$ cat config.mk
export PLATFORM = sky130hd
export DESIGN_NAME = page_upd_counters
export DESIGN_NICKNAME = d
export VERILOG_FILES = /design/src/rtl/pgc_pkg.sv /design/src/rtl/pgc_decode.sv /design/src/rtl/pgc_cell.sv /design/src/rtl/pgc_readout.sv /design/src/rtl/page_upd_counters.sv
export SDC_FILE = /design/constraint.sdc
export NUM_CORES = 1
export LEC_CHECK = 0
export ABC_AREA = 1
export BUFFER_PORTS_ARGS = -buffer_cell sky130_fd_sc_hd__buf_2
export CAP_MARGIN = 15
export CORE_MARGIN = 3
export CORE_UTILIZATION = 40
export DETAILED_ROUTE_END_ITERATION = 16
export HOLD_SLACK_MARGIN = 0.02
export PLACE_DENSITY = 0.52
export SYNTH_ARGS = -nofsm -noshare
export SYNTH_HDL_FRONTEND = slang
export SYNTH_HIERARCHICAL = 1
export SYNTH_SLANG_ARGS = --single-unit
export TNS_END_PERCENT = 30
$ cat constraint.sdc
create_clock -name clk -period 1.7 [get_ports clk]
set_input_delay 0.085 -clock clk [delete_from_list [all_inputs] [get_ports clk]]
set_output_delay 0.085 -clock clk [all_outputs]
set_load 0.02 [all_outputs]
$ cat src/rtl/pgc_pkg.sv
package pgc_pkg;

  typedef enum logic [2:0] {
    CELL_HOLD,
    CELL_LOAD,
    CELL_ZERO,
    CELL_ONE,
    CELL_BUMP
  } cell_act_e;

  // Priority: recovery load, then checkpoint clear (keeping a same-cycle
  // update as a count of one), then a non-saturating increment.
  function automatic cell_act_e pick_act(input logic ld, input logic clr,
                                         input logic inc, input logic at_top);
    if (ld)                 return CELL_LOAD;
    else if (clr && inc)    return CELL_ONE;
    else if (clr)           return CELL_ZERO;
    else if (inc && !at_top) return CELL_BUMP;
    else                    return CELL_HOLD;
  endfunction

endpackage

$ cat src/rtl/pgc_decode.sv
module pgc_decode #(
  parameter int PAGES = 64,
  localparam int PG_W = $clog2(PAGES)
) (
  input  logic             en,
  input  logic [PG_W-1:0]  idx,
  output logic [PAGES-1:0] sel
);

  for (genvar g = 0; g < PAGES; g++) begin : g_dec
    assign sel[g] = en && (idx == PG_W'(g));
  end

endmodule

$ cat src/rtl/pgc_cell.sv
module pgc_cell
  import pgc_pkg::*;
#(
  parameter int CNT_W = 2,
  localparam logic [CNT_W-1:0] TOP = {CNT_W{1'b1}}
) (
  input  logic             clk,
  input  logic             rst_n,
  input  logic             inc,
  input  logic             clr,
  input  logic             ld,
  input  logic [CNT_W-1:0] ld_val,
  output logic [CNT_W-1:0] cnt
);

  cell_act_e        act;
  logic [CNT_W-1:0] cnt_nxt;
  logic             cnt_en;

  always_comb begin
    act     = pick_act(ld, clr, inc, cnt == TOP);
    cnt_en  = (act != CELL_HOLD);
    cnt_nxt = cnt;
    case (act)
      CELL_LOAD: cnt_nxt = ld_val;
      CELL_ZERO: cnt_nxt = '0;
      CELL_ONE:  cnt_nxt = CNT_W'(1);
      CELL_BUMP: cnt_nxt = cnt + CNT_W'(1);
      default:   cnt_nxt = cnt;
    endcase
  end

  always_ff @(posedge clk or negedge rst_n) begin
    if (!rst_n)      cnt <= '0;
    else if (cnt_en) cnt <= cnt_nxt;
  end


  sat_hold_chk: assert property (@(posedge clk) disable iff (!rst_n)
    (cnt == TOP && !clr && !ld) |=> (cnt == TOP));


  clr_inc_one_chk: assert property (@(posedge clk) disable iff (!rst_n)
    (clr && inc && !ld) |=> (cnt == CNT_W'(1)));


  step_one_chk: assert property (@(posedge clk) disable iff (!rst_n)
    (inc && !clr && !ld && cnt != TOP) |=> (cnt == $past(cnt) + CNT_W'(1)));


  load_wins_chk: assert property (@(posedge clk) disable iff (!rst_n)
    ld |=> (cnt == $past(ld_val)));

endmodule

$ cat src/rtl/pgc_readout.sv
module pgc_readout #(
  parameter int PAGES = 64,
  parameter int CNT_W = 2,
  localparam int PG_W = $clog2(PAGES),
  localparam logic [CNT_W-1:0] TOP = {CNT_W{1'b1}}
) (
  input  logic                   clk,
  input  logic                   rst_n,
  input  logic [PAGES*CNT_W-1:0] cnt_flat,
  input  logic                   ckpt_valid,
  input  logic [PG_W-1:0]        ckpt_page,
  input  logic                   rec_valid,
  input  logic [CNT_W-1:0]       rec_count,
  output logic                   ckpt_rd_valid,
  output logic [CNT_W-1:0]       ckpt_rd_count,
  output logic                   ckpt_rd_dirty,
  output logic                   rec_hot_valid,
  output logic                   rec_hot
);

  logic [CNT_W-1:0] sel_cnt;
  logic             hot_nxt;

  always_comb begin
    sel_cnt = cnt_flat[ckpt_page*CNT_W +: CNT_W];
    hot_nxt = (rec_count == TOP);
  end

  always_ff @(posedge clk or negedge rst_n) begin
    if (!rst_n) begin
      ckpt_rd_valid <= 1'b0;
      rec_hot_valid <= 1'b0;
    end else begin
      ckpt_rd_valid <= ckpt_valid;
      rec_hot_valid <= rec_valid;
    end
  end

  always_ff @(posedge clk or negedge rst_n) begin
    if (!rst_n) begin
      ckpt_rd_count <= '0;
      ckpt_rd_dirty <= 1'b0;
    end else if (ckpt_valid) begin
      ckpt_rd_count <= sel_cnt;
      ckpt_rd_dirty <= (sel_cnt != '0);
    end
  end

  always_ff @(posedge clk or negedge rst_n) begin
    if (!rst_n)         rec_hot <= 1'b0;
    else if (rec_valid) rec_hot <= hot_nxt;
  end


  ckpt_latency_chk: assert property (@(posedge clk) disable iff (!rst_n)
    ckpt_valid |=> ckpt_rd_valid);


  dirty_match_chk: assert property (@(posedge clk) disable iff (!rst_n)
    ckpt_rd_valid |-> (ckpt_rd_dirty == (ckpt_rd_count != '0)));

endmodule

$ cat src/rtl/page_upd_counters.sv
module page_upd_counters #(
  parameter int PAGES = 64,
  parameter int CNT_W = 2,
  localparam int PG_W = $clog2(PAGES),
  localparam logic [CNT_W-1:0] TOP = {CNT_W{1'b1}}
) (
  input  logic             clk,
  input  logic             rst_n,
  input  logic             upd_valid,
  input  logic [PG_W-1:0]  upd_page,
  input  logic             ckpt_valid,
  input  logic [PG_W-1:0]  ckpt_page,
  input  logic             rec_valid,
  input  logic [PG_W-1:0]  rec_page,
  input  logic [CNT_W-1:0] rec_count,
  output logic             ckpt_rd_valid,
  output logic [CNT_W-1:0] ckpt_rd_count,
  output logic             ckpt_rd_dirty,
  output logic             rec_hot_valid,
  output logic             rec_hot
);

  logic [PAGES-1:0]       inc_sel;
  logic [PAGES-1:0]       clr_sel;
  logic [PAGES-1:0]       ld_sel;
  logic [PAGES*CNT_W-1:0] cnt_flat;

  pgc_decode #(.PAGES(PAGES)) u_dec_upd (
    .en(upd_valid), .idx(upd_page), .sel(inc_sel));
  pgc_decode #(.PAGES(PAGES)) u_dec_ckpt (
    .en(ckpt_valid), .idx(ckpt_page), .sel(clr_sel));
  pgc_decode #(.PAGES(PAGES)) u_dec_rec (
    .en(rec_valid), .idx(rec_page), .sel(ld_sel));

  for (genvar g = 0; g < PAGES; g++) begin : g_cell
    pgc_cell #(.CNT_W(CNT_W)) u_cell (
      .clk    (clk),
      .rst_n  (rst_n),
      .inc    (inc_sel[g]),
      .clr    (clr_sel[g]),
      .ld     (ld_sel[g]),
      .ld_val (rec_count),
      .cnt    (cnt_flat[g*CNT_W +: CNT_W])
    );
  end

  pgc_readout #(.PAGES(PAGES), .CNT_W(CNT_W)) u_rd (
    .clk           (clk),
    .rst_n         (rst_n),
    .cnt_flat      (cnt_flat),
    .ckpt_valid    (ckpt_valid),
    .ckpt_page     (ckpt_page),
    .rec_valid     (rec_valid),
    .rec_count     (rec_count),
    .ckpt_rd_valid (ckpt_rd_valid),
    .ckpt_rd_count (ckpt_rd_count),
    .ckpt_rd_dirty (ckpt_rd_dirty),
    .rec_hot_valid (rec_hot_valid),
    .rec_hot       (rec_hot)
  );


  hot_flag_chk: assert property (@(posedge clk) disable iff (!rst_n)
    rec_valid |=> (rec_hot_valid && (rec_hot == ($past(rec_count) == TOP))));


  ckpt_clears_chk: assert property (@(posedge clk) disable iff (!rst_n)
    (ckpt_valid && !upd_valid && !rec_valid)
      |=> (cnt_flat[$past(ckpt_page)*CNT_W +: CNT_W] == '0));

endmodule

==> results of run 1 <==
[cell type report]
cell class                 instances  area (sq um)  share of cell area [%]
clock inverter                     8          72.6                   0.443
multi-input combinational       1708          8950                    54.6
sequential                       134          3350                    20.5
clock buffer                      23           498                    3.04
antenna                            1          2.50                  0.0153
inverter                         416          1560                    9.52
tap                              455           569                    3.47
timing repair buffer             166          1390                    8.46
[per-stage QoR]
| step | power (uW) | instance area [sq um] | std cells | setup WS, ns |
|---|---|---|---|---|
| floorplan | 7830 | 14200 | 2294 | 0.530 |
| global placement | 9190 | 15800 | 2875 | -0.0713 |
| detailed placement | 9270 | 15800 | 2875 | -0.0679 |
| CTS | 13100 | 16400 | 2910 | 0.136 |
| global route | 14100 | 16400 | 2911 | 0.00192 |
| finish | 13000 | 16400 | 2911 | 0.0965 |
[worst max-delay path, delay by kind of cell]
| kind | cells | cell delay (ns) |
|---|---|---|
| compound gates | 1 | 0.05 |
| buf+inv | 4 | 1.19 |
| simple gates | 5 | 0.59 |
[cell usage in the layout, fill, tap and decap left out, types with 65 or more instances in the layout]
master   Yosys  routed
nor2_2      64      69
o21ai_0     65      65
nand3_1    430     430
buf_4        4     116
nand2_1    543     543
inv_1      414     414
dfrtp_1    134     134
nand3_2     76      76
nor2_1     275     270
[power breakdown]
| part | internal, uW | switching, uW |
|---|---|---|
| Sequential | 4100 | 852 |
| Combinational | 1720 | 2580 |
| Clock | 2190 | 1540 |
[kinds of logic after synthesis]
group / count (synthesis) / synth area share, %
DFF: 134 / 23.7
AOI/OAI and AO/OA: 129 / 4.56
and+or+nand+nor: 1515 / 52.9
buffers and inverters: 452 / 13.2
adders and majority gates: 64 / 5.65
[layer usage]
metal / routed length (microns) / global-route usage (%)
met1: 22000 / 34.0
met2: 20500 / 39.7
met4: 663 / 4.97
met3: 2310 / 3.65
met5: 27 / 0
[sequential cells by signal (all words and copies together), names as in the netlist]
name	flops
u_rd/ckpt_rd_valid	1
u_rd/ckpt_rd_dirty	1
u_rd/rec_hot_valid	1
u_rd/rec_hot	1
g_cell.u_cell/cnt	128
u_rd/ckpt_rd_count	2
[repair_timing]
action                                  4_1_cts  5_1_grt
endpoints found under the hold margin       141        0
resized for setup                             0        5
endpoints found under the setup margin        0        4
hold buffers                                  4        0
setup buffers                                 0        0
[path summary, 6_finish.rpt]
| check | start | end | slack [ns] | cells after the start |
|---|---|---|---|---|
| max | rec_valid | g_cell[22].u_cell/cnt[1] | 0.1 | 10 |
| min | rst_n | g_cell[10].u_cell/cnt[0] | 0.09 | 2 |
| max reg2reg | g_cell[21].u_cell/cnt[0] | u_rd/ckpt_rd_count[0] | 0.13 | 10 |
| min reg2reg | u_rd/ckpt_rd_count[1] | u_rd/ckpt_rd_count[1] | 0.49 | 2 |
| max in group asynchronous | rst_n | g_cell[22].u_cell/cnt[0] | 0.94 | 3 |
| min in group clk | ckpt_page[5] | u_rd/ckpt_rd_count[1] | 0.23 | 5 |
==> metrics, run 1 <==
clk slew on worst S/H paths 0.06 ns; CP Launch Type input port; GR Overflow Total 0; Fmax 624 MHz; clock sink count 134; Slew Viols, Final 0; critical path's slowest cell dlygate4sd3_1; CTS buffer count 17; Starting Density 40.8%; RSZ-0062 raised after global routing no; Unique masters post-synth 16; worst slew pin tran 0.640 ns; global-route wire length before repair 73,100 microns; worst-skew pair later-pin latency 0.44 ns; Slew headroom 57.3%; Synth Net Count 2,383; DIE WIDTH 194 microns; H-tree lvl count 4; Max VDD drop 0.760 mV; row cnt 68; Worst EP arrival 1.93 ns; synth warn 6; clock skew 0.00697 ns; status complete, no violations; Tmin final 1.60 ns; setup TNS 0 ns; gpl congestion 0.885; antenna violations before repair 3; max incr delay on CP 0.53 ns; prevailing post-synth register cell dfrtp_1; Finish-stage setup viols 0; layout cell share with drive strength beyond 1 19.0%; sequential share of the synthesized area 23.7%; CORE AREA 34,700 sq um; synth top area cells dfrtp_1 (24%), nand3_1 (15%), nand2_1 (14%); CP Max Fanout 16; mapped cell area 14,200 sq um; area grow syn2layout 15.8%; number of port buffers 30; vias in the first global route 13,929; CTS tree done; all-layer global routing usage 24.2%; die area 37,700 sq um; clock root cell clkbuf_16; drt pass-1 iters 5; most frequent cell after synthesis nand2_1; Fillers 3,589; critical path cell sequence dlygate4sd3_1, buf_2, nand3_2, buf_4, nor2_1, nor2_4, nand2_2, buf_4, nor2_1, a21oi_1; EDFF count, synth 0; largest net degree at the start of global routing 66; DRT antenna net count 0; initial DRC count 1,001; Yosys top cell area share 23.7%; Finished Core Util 47.2%; Vias 14,736; Vert. Die Dim 194 microns; Hold WC Path Type input port to asynchronous set/reset pin; final wirelength 45,500 microns; Hold Slack 0.0862 ns; NumNets Final 2,532; CTS max path bufs 2; max cap viols 0; # IOs 31; vias per cell 5.06; Worst Setup End Kind flop; DRC Markers 0; Crit Path Category input port to flop; most instantiated cells after synthesis nand2_1 (543), nand3_1 (430), inv_1 (414), nor2_1 (275), dfrtp_1 (134); post-DR wirelength/cell 15.6 microns; Synth area leader dfrtp_1; #FFs+latches synth 134; final hold violations 0; Leakage Power 0.00817 uW; gate count after technology mapping 2,294; worst endpoint required time 2.02 ns; DPL Wire Length 33,000 microns; Tcrit/Tclk final 94.3%; PwrDens 792 nW/um^2; ys async rst share 100%; synthesized area per cell 6.17 sq um
(Power assumes the default switching activity.)
==> run 2: changes to the inputs <==
--- a/config.mk
+++ b/config.mk
@@ -9,10 +9,10 @@
 export BUFFER_PORTS_ARGS = -buffer_cell sky130_fd_sc_hd__buf_2
 export CAP_MARGIN = 15
 export CORE_MARGIN = 3
-export CORE_UTILIZATION = 40
+export CORE_UTILIZATION = 30
 export DETAILED_ROUTE_END_ITERATION = 16
 export HOLD_SLACK_MARGIN = 0.02
-export PLACE_DENSITY = 0.52
+export PLACE_DENSITY = 0.41
 export SYNTH_ARGS = -nofsm -noshare
 export SYNTH_HDL_FRONTEND = slang
 export SYNTH_HIERARCHICAL = 1
==> run 2 against run 1 <==
Compared with the run above: critical endpoint is now g_cell[63].u_cell/cnt[0]; clock power is 1% lower; largest power group unchanged; cell area is 1.4% lower; critical path depth is 2 higher.
==> metrics, run 2 (synthesis results as in run 1) <==
clk slew on worst S/H paths 0.07 ns; launch point of the worst reg-to-reg path g_cell[42].u_cell/cnt[1]; largest register by flop count g_cell.u_cell/cnt; Slew headroom 59.3%; max incr delay on CP 0.53 ns; # IOs 31; pre-CTS setup slack -0.0622 ns; Worst EP arrival 1.96 ns; final wirelength 49,500 microns; most common cell after layout, fill and taps aside nand2_1; Worst Setup End Kind flop; global-route wire length before repair 76,700 microns; Crit Path Category input port to flop; worst slew pin tran 0.611 ns; Largest register FFs 128; number of port buffers 30; clock sink count 134; die area 49,900 sq um; final setup margin 0.122 ns; fin cells 3,008; Fmax 634 MHz; all-layer global routing usage 20.2%; WP buf/inv 5; CTS tree done; Leakage Power 0.00793 uW; Tmin final 1.58 ns; Vias 14,354; critical path's slowest cell dlygate4sd3_1; largest net degree at the start of global routing 66; Finish-stage setup viols 0; Top delay family on crit path buffers and inverters; area grow syn2layout 14.2%; Post-CTS Resized 0; Hold WC Path Type input port to flop; PwrDens 803 nW/um^2; Diodes inserted 0; layout cell share with drive strength beyond 1 17.1%; Final Total Pwr 13,000 uW; clock root cell clkbuf_16; CORE AREA 46,000 sq um; status complete, no violations; Max VDD drop 0.614 mV; Vert. Die Dim 223 microns; worst-skew pair later-pin latency 0.49 ns; antenna violations before repair 0; DIE WIDTH 223 microns; CP Launch Point rec_valid; Placed Cells 2,976; DRC Markers 0; Hold Path Origin ckpt_page[5]; Slew Viols, Final 0; RSZ-0062 raised after global routing no; CTS buffer count 17; fin area 16,200 sq um; DPL Wire Length 35,900 microns; DRT antenna net count 0; Post-DP Area 15,600 sq um; critical path cell sequence dlygate4sd3_1, buf_2, nand3_2, buf_4, nor2_1, buf_4, nor2_4, nand2_1, nand3_1, nand3_2, nand2_1, inv_1; post-DR wirelength/cell 16.4 microns; gpl congestion 0.873; Largest regs g_cell.u_cell/cnt: 128 flops, u_rd/ckpt_rd_count: 2 flops; CP Max Fanout 16; CP Launch Type input port; GR Overflow Total 0; Starting Density 30.8%; H-tree lvl count 4; row cnt 78; max cap viols 0; vias per cell 4.77; Tcrit/Tclk final 92.8%; clock skew 0.00940 ns; NumNets Final 2,487; drt pass-1 iters 5; initial DRC count 1,032; worst endpoint required time 2.08 ns; vias in the first global route 13,523; most frequent cells in the layout nand2_1 (543), nand3_1 (430), inv_1 (414), nor2_1 (275), dfrtp_1 (134); Hold Slack 0.0577 ns; CTS max path bufs 2; Setup Buffers After CTS 0; final hold violations 0
## run 2: cell count changes in the layout (fill, tap and decap cells not counted), sizes merged
| cell | delta |
|---|---|
| diode | -1 |
| clkbuf | +1 |
| buf | -44 |
| clkinvlp | -3 |
| dlygate4sd3 | -1 |
## run 2: metrics by stage
stage / setup TNS (ns) / utilization [%]
final: 0 / 35.2
after global routing: 0 / 35.2
after CTS: 0 / 35.2
after detailed placement: -0.289 / 34.0
after global placement: -0.176 / 34.0
after floorplan: 0 / -
## run 2: worst reg2reg max path: cells and delay by family, from the launching register on
kind | cells | cell delay [ns]
simple gates | 10 | 0.93
flops | 1 | 0.43
## run 2: final timing paths
path | cells past startpoint | to | slack, ns
worst max-delay path | 12 | g_cell[63].u_cell/cnt[0] | 0.12
worst min-delay path | 5 | u_rd/ckpt_rd_count[0] | 0.06
worst max register to register | 10 | u_rd/ckpt_rd_dirty | 0.24
worst min register to register | 2 | u_rd/rec_hot | 0.54
max in group asynchronous | 3 | g_cell[20].u_cell/cnt[0] | 0.94
min in group asynchronous | 2 | g_cell[42].u_cell/cnt[0] | 0.08
## run 2: layer usage
metal,part of all wire [%],vias to the layer above,global-route usage [%]
met5,0,-,0
met4,1.9,0,5.74
met3,4.9,49,3.66
met2,45,296,32.3
met1,48,6580,27.8
li1,-,7429,-
## run 2: where the power goes
part / switching [uW] / internal [uW]
Sequential: 966 / 4100
Combinational: 2550 / 1690
Clock: 1600 / 2080
## run 2: cell type report
type	count	area, sq um
Fill cell	5001	29800
Timing Repair Buffer	121	1040
Multi-Input combinational cell	1708	8940
Clock buffer	24	482
Tap cell	600	751
Clock inverter	5	50.0
Inverter	416	1560
Sequential cell	134	3350
## run 2: timing repair
item / in CTS / in global routing
endpoints found under the hold margin: 140 / 0
setup endpoints to repair: 0 / 0
hold buffers: 3 / 0
